**src/rtl/fp45_mac_chain.sv**
```systemverilog
module fp45_mac_chain #(
  parameter int THREADS = 4,
  localparam int TW = $clog2(THREADS)
) (
  input  logic          clk,
  input  logic          rst_n,
  input  logic          in_valid,
  input  logic          in_clear,
  input  logic [TW-1:0] in_tid,
  input  logic [44:0]   in_a,
  input  logic [44:0]   in_b,
  output logic          res_valid,
  output logic [TW-1:0] res_tid,
  output logic [44:0]   res_value
);

  localparam logic [33:0] ONES = '1;

  function automatic logic [34:0] signif(input logic [44:0] x);
    return (x[43:35] == 9'd0) ? 35'd0 : {1'b1, x[34:1]};
  endfunction

  logic [44:0] acc [THREADS];

  // multiply stage 1: exponent sum, significands
  logic                m1_v, m1_clr, m1_s, m1_z;
  logic [TW-1:0]       m1_tid;
  logic signed [10:0]  m1_e;
  logic [34:0]         m1_sa, m1_sb;

  always_ff @(posedge clk) begin
    if (!rst_n) begin
      m1_v <= 1'b0; m1_clr <= 1'b0; m1_s <= 1'b0; m1_z <= 1'b1;
      m1_tid <= '0; m1_e <= '0; m1_sa <= '0; m1_sb <= '0;
    end else begin
      m1_v   <= in_valid;
      m1_clr <= in_clear;
      m1_tid <= in_tid;
      m1_s   <= in_a[44] ^ in_b[44];
      m1_z   <= (in_a[43:35] == 9'd0) || (in_b[43:35] == 9'd0);
      m1_e   <= $signed({2'b0, in_a[43:35]}) + $signed({2'b0, in_b[43:35]}) - 11'sd255;
      m1_sa  <= signif(in_a);
      m1_sb  <= signif(in_b);
    end
  end

  // multiply stage 2: full product
  logic                m2_v, m2_clr, m2_s, m2_z;
  logic [TW-1:0]       m2_tid;
  logic signed [10:0]  m2_e;
  logic [69:0]         m2_p;

  always_ff @(posedge clk) begin
    if (!rst_n) begin
      m2_v <= 1'b0; m2_clr <= 1'b0; m2_s <= 1'b0; m2_z <= 1'b1;
      m2_tid <= '0; m2_e <= '0; m2_p <= '0;
    end else begin
      m2_v   <= m1_v;
      m2_clr <= m1_clr;
      m2_tid <= m1_tid;
      m2_s   <= m1_s;
      m2_z   <= m1_z;
      m2_e   <= m1_e;
      m2_p   <= 70'(m1_sa) * 70'(m1_sb);
    end
  end

  // multiply stage 3: normalize, truncate, pack
  logic signed [10:0] pe;
  logic [33:0]        pf;
  logic [44:0]        pword;
  assign pe = m2_e + $signed({10'd0, m2_p[69]});
  assign pf = m2_p[69] ? m2_p[68:35] : m2_p[67:34];

  always_comb begin
    if (m2_z || pe < 11'sd1)  pword = '0;
    else if (pe > 11'sd511)   pword = {m2_s, 9'h1FF, ONES, 1'b0};
    else                      pword = {m2_s, pe[8:0], pf, 1'b0};
  end

  logic          m3_v, m3_clr;
  logic [TW-1:0] m3_tid;
  logic [44:0]   m3_w;

  always_ff @(posedge clk) begin
    if (!rst_n) begin
      m3_v <= 1'b0; m3_clr <= 1'b0; m3_tid <= '0; m3_w <= '0;
    end else begin
      m3_v   <= m2_v;
      m3_clr <= m2_clr;
      m3_tid <= m2_tid;
      m3_w   <= pword;
    end
  end

  // add stage 1: pick larger magnitude, align the smaller with sticky
  logic [44:0] opd, big, sml;
  logic [8:0]  dexp;
  logic [37:0] xb, xs, xal, msk;

  assign opd  = m3_clr ? '0 : acc[m3_tid];
  assign big  = (m3_w[43:1] >= opd[43:1]) ? m3_w : opd;
  assign sml  = (m3_w[43:1] >= opd[43:1]) ? opd : m3_w;
  assign dexp = big[43:35] - sml[43:35];
  assign xb   = {signif(big), 3'b000};
  assign xs   = {signif(sml), 3'b000};

  always_comb begin
    msk = '0;
    if (dexp >= 9'd38) begin
      xal = {37'd0, |xs};
    end else begin
      msk = (38'd1 << dexp) - 38'd1;
      xal = (xs >> dexp) | {37'd0, |(xs & msk)};
    end
  end

  logic          a1_v, a1_s, a1_sub;
  logic [TW-1:0] a1_tid;
  logic [8:0]    a1_e;
  logic [37:0]   a1_big, a1_sml;

  always_ff @(posedge clk) begin
    if (!rst_n) begin
      a1_v <= 1'b0; a1_s <= 1'b0; a1_sub <= 1'b0; a1_tid <= '0;
      a1_e <= '0; a1_big <= '0; a1_sml <= '0;
    end else begin
      a1_v   <= m3_v;
      a1_tid <= m3_tid;
      a1_s   <= big[44];
      a1_sub <= big[44] ^ sml[44];
      a1_e   <= big[43:35];
      a1_big <= xb;
      a1_sml <= xal;
    end
  end

  // add stage 2: magnitude add or subtract
  logic          a2_v, a2_s;
  logic [TW-1:0] a2_tid;
  logic [8:0]    a2_e;
  logic [38:0]   a2_sum;

  always_ff @(posedge clk) begin
    if (!rst_n) begin
      a2_v <= 1'b0; a2_s <= 1'b0; a2_tid <= '0; a2_e <= '0; a2_sum <= '0;
    end else begin
      a2_v   <= a1_v;
      a2_tid <= a1_tid;
      a2_s   <= a1_s;
      a2_e   <= a1_e;
      a2_sum <= a1_sub ? {1'b0, a1_big} - {1'b0, a1_sml}
                       : {1'b0, a1_big} + {1'b0, a1_sml};
    end
  end

  // add stage 3: normalize, truncate, write back
  logic [5:0]         lead;
  logic [38:0]        norm;
  logic signed [10:0] se;
  logic [44:0]        sword;

  always_comb begin
    lead = '0;
    for (int i = 0; i < 39; i++)
      if (a2_sum[i]) lead = 6'(i);
  end

  assign norm = a2_sum << (6'd38 - lead);
  assign se   = $signed({2'b0, a2_e}) + $signed({5'd0, lead}) - 11'sd37;

  always_comb begin
    if (a2_sum == '0 || se < 11'sd1) sword = '0;
    else if (se > 11'sd511)          sword = {a2_s, 9'h1FF, ONES, 1'b0};
    else                             sword = {a2_s, se[8:0], norm[37:4], 1'b0};
  end

  always_ff @(posedge clk) begin
    if (!rst_n) begin
      for (int t = 0; t < THREADS; t++) acc[t] <= '0;
      res_valid <= 1'b0;
      res_tid   <= '0;
      res_value <= '0;
    end else begin
      if (a2_v) acc[a2_tid] <= sword;
      res_valid <= a2_v;
      res_tid   <= a2_tid;
      res_value <= sword;
    end
  end

  AST_THREAD_SPACING: assert property (@(posedge clk) disable iff (!rst_n)
    in_valid |-> !(m1_v && m1_tid == in_tid) && !(m2_v && m2_tid == in_tid));
  AST_RESULT_LATENCY: assert property (@(posedge clk) disable iff (!rst_n)
    in_valid |-> ##6 (res_valid && res_tid == $past(in_tid, 6)));
  AST_ZERO_IS_CLEAN: assert property (@(posedge clk) disable iff (!rst_n)
    (res_valid && res_value[43:35] == 9'd0) |-> res_value == '0);
  AST_LOW_BIT_CLEAR: assert property (@(posedge clk) disable iff (!rst_n)
    res_valid |-> !res_value[0]);
  AST_PRODUCT_ZERO: assert property (@(posedge clk) disable iff (!rst_n)
    (m3_v && m3_w[43:35] == 9'd0) |-> m3_w == '0);

endmodule

```
**config.mk**
```make
export PLATFORM = sky130hd
export DESIGN_NAME = fp45_mac_chain
export DESIGN_NICKNAME = d
export VERILOG_FILES = /design/src/rtl/fp45_mac_chain.sv
export SDC_FILE = /design/constraint.sdc
export NUM_CORES = 2
export LEC_CHECK = 0
export BUFFER_PORTS_ARGS = -buffer_cell sky130_fd_sc_hd__buf_2
export CORE_MARGIN = 10
export CORE_UTILIZATION = 35
export CTS_CLUSTER_DIAMETER = 40
export CTS_CLUSTER_SIZE = 24
export DETAILED_ROUTE_END_ITERATION = 8
export PLACE_DENSITY = 0.51
export SLEW_MARGIN = 20
export SYNTH_ARGS = -nofsm -noshare
export SYNTH_HDL_FRONTEND = slang
export SYNTH_SLANG_ARGS = --single-unit
```
**constraint.sdc**
```tcl
create_clock -name clk -period 13.5 [get_ports clk]
set_clock_uncertainty 0.15 [all_clocks]
set_input_delay 1.35 -clock clk [delete_from_list [all_inputs] [get_ports clk]]
set_output_delay 1.35 -clock clk [all_outputs]
set_load 0.05 [all_outputs]
```
; Word-level counts from Yosys, hierarchy flattened
; Memory sizes are Yosys's and may differ from the RTL's. A register that Yosys moved wholly into a read port is not among the register bits.
; Cells that the tools add are included.
[op_classes]
n_div = 0
n_reduce_logical = 16
add_sub_neg = 10
order_cmp = 6
shifts = 3
n_mux = 59
n_mul = 1
eq_ne = 0
bitwise_logic = 5
[ops]
columns = cell, n
row1 = 45-bit two-way mux, 5
row2 = 6-bit two-way mux, 37
row3 = 35-bit two-way mux, 4
row4 = 44-bit two-way mux, 2
row5 = 35-bit by 35-bit multiplier with 70-bit output, 1
row6 = 45-bit OR reduction, 1
row7 = 43-bit greater-or-equal comparator, 1
row8 = 38-bit by 38-bit adder with 39-bit output, 1
row9 = 39-bit zero test, 1
row10 = 39-bit two-way mux, 1
row11 = 39-bit by 6-bit << shifter with 38-bit output, 1
row12 = 38-bit by 38-bit subtractor with 39-bit output, 1
row13 = 38-bit bitwise AND, 1
row14 = 38-bit by 1-bit OR with 38-bit output, 1
row15 = 38-bit OR reduction, 1
row16 = 1-bit by 9-bit << shifter with 38-bit output (first input constant), 1
row17 = 38-bit by 9-bit right shift with 38-bit output, 1
row18 = 38-bit by 1-bit subtractor with 38-bit output (second input constant), 1
row19 = 9-bit zero test, 4
row20 = 35-bit OR reduction, 1
row21 = 34-bit two-way mux, 1
row22 = 11-bit by 10-bit > comparator with 1-bit output (second input constant), 2
row23 = 11-bit by 2-bit < comparator with 1-bit output (second input constant), 2
row24 = 11-bit by 2-bit adder with 11-bit output, 1
row25 = 13 further kinds, 27
[totals]
input_bits = 96
mem_count = 1
rom_bits = 0
ram_bits = 180
latch_bits = 0
register_bits = 413
wordCells = 140
[memory_table]
columns = memory, depth, word_bits, read_ports, rd_clocked_by_memory_dff, write_ports, line
row1 = acc, 4, 45, 1, 1, 4, 23  ; logic [44:0] acc [THREADS];

; Logic depth before layout (Yosys ltp)
[depth]
word_depth = 44
depth_mapped = 34

; Worst setup path before layout
; Ideal clock, no wire load.
[synth_path]
path_type = reg-to-reg
start = register m1_sa[19]
end = register m2_p[69]
slack_ps = 5075
n_path_buf = 2
path_stages_with_launch = 33
required_ps = 13222
t_arrival_ps = 8148
cell_sequence = dfxtp_1 clkbuf_1 clkbuf_1 nand2_1 fa_1 inv_1 fa_1 fa_1 inv_1 fa_1 inv_1 fa_1 inv_1 fa_1 fa_1 inv_1 fa_1 ha_1 nand4_1 o21bai_1 a211oi_1 a21oi_1 o31ai_1 a311oi_1 a31oi_1 o21ai_0 a311o_1 a21oi_1 o211ai_1 a21oi_1 a21oi_1 xnor2_1 nor2_1
[synth_via]
elab_chain_cells = 1
[synth_lines]
columns = item, line
row1 = start: declaration, 29  ; logic [34:0] m1_sa, m1_sb;
row2 = start signal: assignment, 42  ; m1_sa <= signif(in_a);
row3 = 35-bit by 35-bit multiplier with 70-bit output, 64  ; m2_p <= 70'(m1_sa) * 70'(m1_sb);
row4 = end signal: assignment, 64
row5 = end: declaration, 51  ; logic [69:0] m2_p;
; Every way passes these cells.
; A chain may end at the register's enable or synchronous reset.

; Final worst setup path
[layout_path]
start = register m1_sb[9]
end = register m2_p[69]
[layout_via]
elab_chain_cells = 1
[layout_lines]
columns = item, line
row1 = start: declaration, 29
row2 = start signal: assignment, 43  ; m1_sb <= signif(in_b);
row3 = 35-bit by 35-bit multiplier with 70-bit output, 64
; Every way passes these cells.

==> metrics.cfg <==
[outcome]
outcome=finished clean

[logic_synthesis]
ys_seq_area_share_pct=19.20
ys_warn_count=0
synthCells=7288
synth_nets=8910
yosys-top-cells-area=fa_1 33%, dfxtp_1 11%, ha_1 8.2%, edfxtp_1 7.9%, inv_1 7.0%
synth_most_common_cell=inv_1
syn_area_um2=66510
synth_top_area_cell=fa_1
synth-main-ff-cell=dfxtp_1
synth_cell_type_count=85
async_flop_share_pct=0
synth_enable_flop_cells=176
synthTopCellsByCount=1,246 x inv_1, 1,090 x fa_1, 1,064 x nand2_1, 516 x nor2_1, 486 x and2_1
synth-seq-cells=550
synth_top_area_share_pct=32.81
avgSynthCellArea_um2=9.126

[floorplan]
num_io_pins=144
core_um2=188400
dieArea_um2=207900
fp-row-count=159
die_x_um=455.9
initial_utilization_pct=35.30
die_h_um=455.9

[clock_tree]
cts_setup_buffers=0
root_buffer=clkbuf_16
clk_pin_slew_ns=0.05
ctsHoldBuffers=0
cts_tree=built
htree_levels=3
clkSinkCount=550
cts-resized-gates=0
cts_buffer_depth=3
cts_made_buffers=88
clock_latency_ns=0.74

[critical_path]
crit_path_max_fanout=19
required_ns=13.89
critical_path_class=reg -> reg
cp_slowest_cell=dfxtp_1
worstSetupEndpointType=flip-flop
worst_path_most_repeated_cell=fa_1
crit_path_start_kind=flip-flop
critPathMaxStageDelay_ns=0.91
worstPathArrival_ns=11.70

[power_and_ir_drop]
power_frac_seq_pct=19.6
p_sw_share_pct=46.11
leakagePower_nw=32.52
pwr-share-clk_pct=23.2
cellInternalPower_mw=5.509
combPwrFrac_pct=57.2
power_switching_mw=4.714
power.total_mw=10.22
powerDensity_nw_per_um2=140.0
peakVddDrop_v=0.0001609

[sta]
worst_pin_slew_ns=1.197
rsz0062_at_grt=false
hold_viol=0
setup_violations=0
fin_tns_setup_ns=0
worst_slack_ns=2.189
drv_slew=0
min_period_ns=11.31
relSlewSlack_pct=20.08
fmax_mhz=88.41
post-route-period-util_pct=83.78

[grt]
grt_max_degree=61
overflow=0
grt_pass1_vias=52828
grt_pass1_wl_um=324200
grtUsageTotal_pct=19.97
antenna_found_initial=12

[route]
dr_total_vias=50252
drt-met1-wl_um=91080
wirelength_um=209400
drc=0
vias_per_cell=5.139
drtIter0Drc=3853
final_antenna_net_count=0
top_layer_used=met5
route.met2.wl_um=98070
route.met3.wl_um=14510
wire_per_inst_um=21.41
firstDrtPassIters=7

[placement]
placed_area_um2=69810
place_congestion=0.8977
dp.final_hpwl_um=156800
place.port_buffers=140
place_ws_ns=2.127

[final_layout]
area_growth_pct=9.822
final_cell_area_um2=73050
nets=8825
drive_gt1_share_pct=8.079

[flow_run]
drv_cap=0

[hold_path]
hp-class=reg -> reg

[cells in the final DEF, fill, tap and decap left out, types with 91 or more instances in the layout]
cell type / count
inv_1: 1245
nor2_1: 515
nand2_1: 1060
edfxtp_1: 176
a21oi_1: 302
fa_1: 1090
clkbuf_16: 91
and2_1: 486
mux2i_1: 148
o21ai_0: 111
buf_4: 130
dfxtp_1: 364
buf_2: 140
nor3_1: 93
ha_1: 435
[final timing paths]
kind             from        to  slack, ns  cells past startpoint
min           a1_e[3]   a2_e[3]       0.24                      1
max          m1_sb[9]  m2_p[69]       2.19                     29
max reg2reg  m1_sb[9]  m2_p[69]       2.19                     29
min reg2reg   a1_e[3]   a2_e[3]       0.24                      1
[sequential cells by signal (all words and copies together), names as in the netlist, 2 cells and up]
register / flops
a1_tid: 2
a2_e: 9
a1_e: 9
a2_sum: 39
m1_sb: 35
m3_tid: 2
m2_tid: 2
m1_sa: 35
m1_e: 11
acc: 176
a2_tid: 2
res_tid: 2
m2_p: 36
m3_w: 44
a1_big: 35
m1_tid: 2
res_value: 44
a1_sml: 38
m2_e: 11
[critical path: cells and delay by family (launching register included)]
family	cells	cell delay, ns
adders and majority gates	9	4.35
xor gates and xnor gates	1	0.18
and+or+nand+nor	3	0.46
buffers and inverters	4	0.66
AOI/OAI and AO/OA	12	4.45
DFF	1	0.91
[power groups by stage]
stage                     sequential [mW]  combinational (mW)  clock (mW)
after floorplan                      2.10                3.89           0
after global placement               2.03                5.75           0
after detailed placement             2.04                5.78           0
after CTS                            2.00                5.84        2.43
after global routing                 2.02                6.57        2.50
final                                2.00                5.85        2.37
[kinds of logic after synthesis]
family | Yosys count | synth area share, %
other | 1 | 0.005638
AND/OR/NAND/NOR | 2449 | 16.90
buffers and inverters | 1696 | 9.616
adder cells (fa/ha/maj) | 1526 | 41.01
XOR/XNOR | 91 | 1.198
multiplexers | 239 | 5.139
AO/OA/AOI/OAI | 736 | 6.928
flip-flops | 550 | 19.20
[routing by layer]
layer  GRT usage [%]  vias to the layer above
met1           27.22                    25715
met3           3.114                      290
met2           32.82                     1709
li1                -                    22532
met4           5.637                        6
met5               0                        -
[area by class of cell]
| type | instances | area (µm²) |
|---|---|---|
| inverter | 1248 | 4686 |
| clock inverter | 63 | 798.3 |
| sequential | 550 | 12790 |
| antenna | 5 | 12.51 |
| clock buffer | 102 | 2399 |
| multi-input combinational | 5042 | 47520 |
| tap | 2495 | 3122 |
| fill | 19026 | 115400 |
| timing repair buffer | 273 | 1722 |
[per-stage QoR]
stage | hold slack, ns | std cells | utilization, %
after floorplan | 0.2363 | 7288 | -
after global placement | 0.2495 | 9607 | 37.05
after detailed placement | 0.2469 | 9607 | 37.06
after CTS | 0.2476 | 9772 | 38.75
after global routing | 0.2795 | 9777 | 38.77
final | 0.2445 | 9778 | 38.77
No activity file was read; power rests on OpenSTA's default activity.
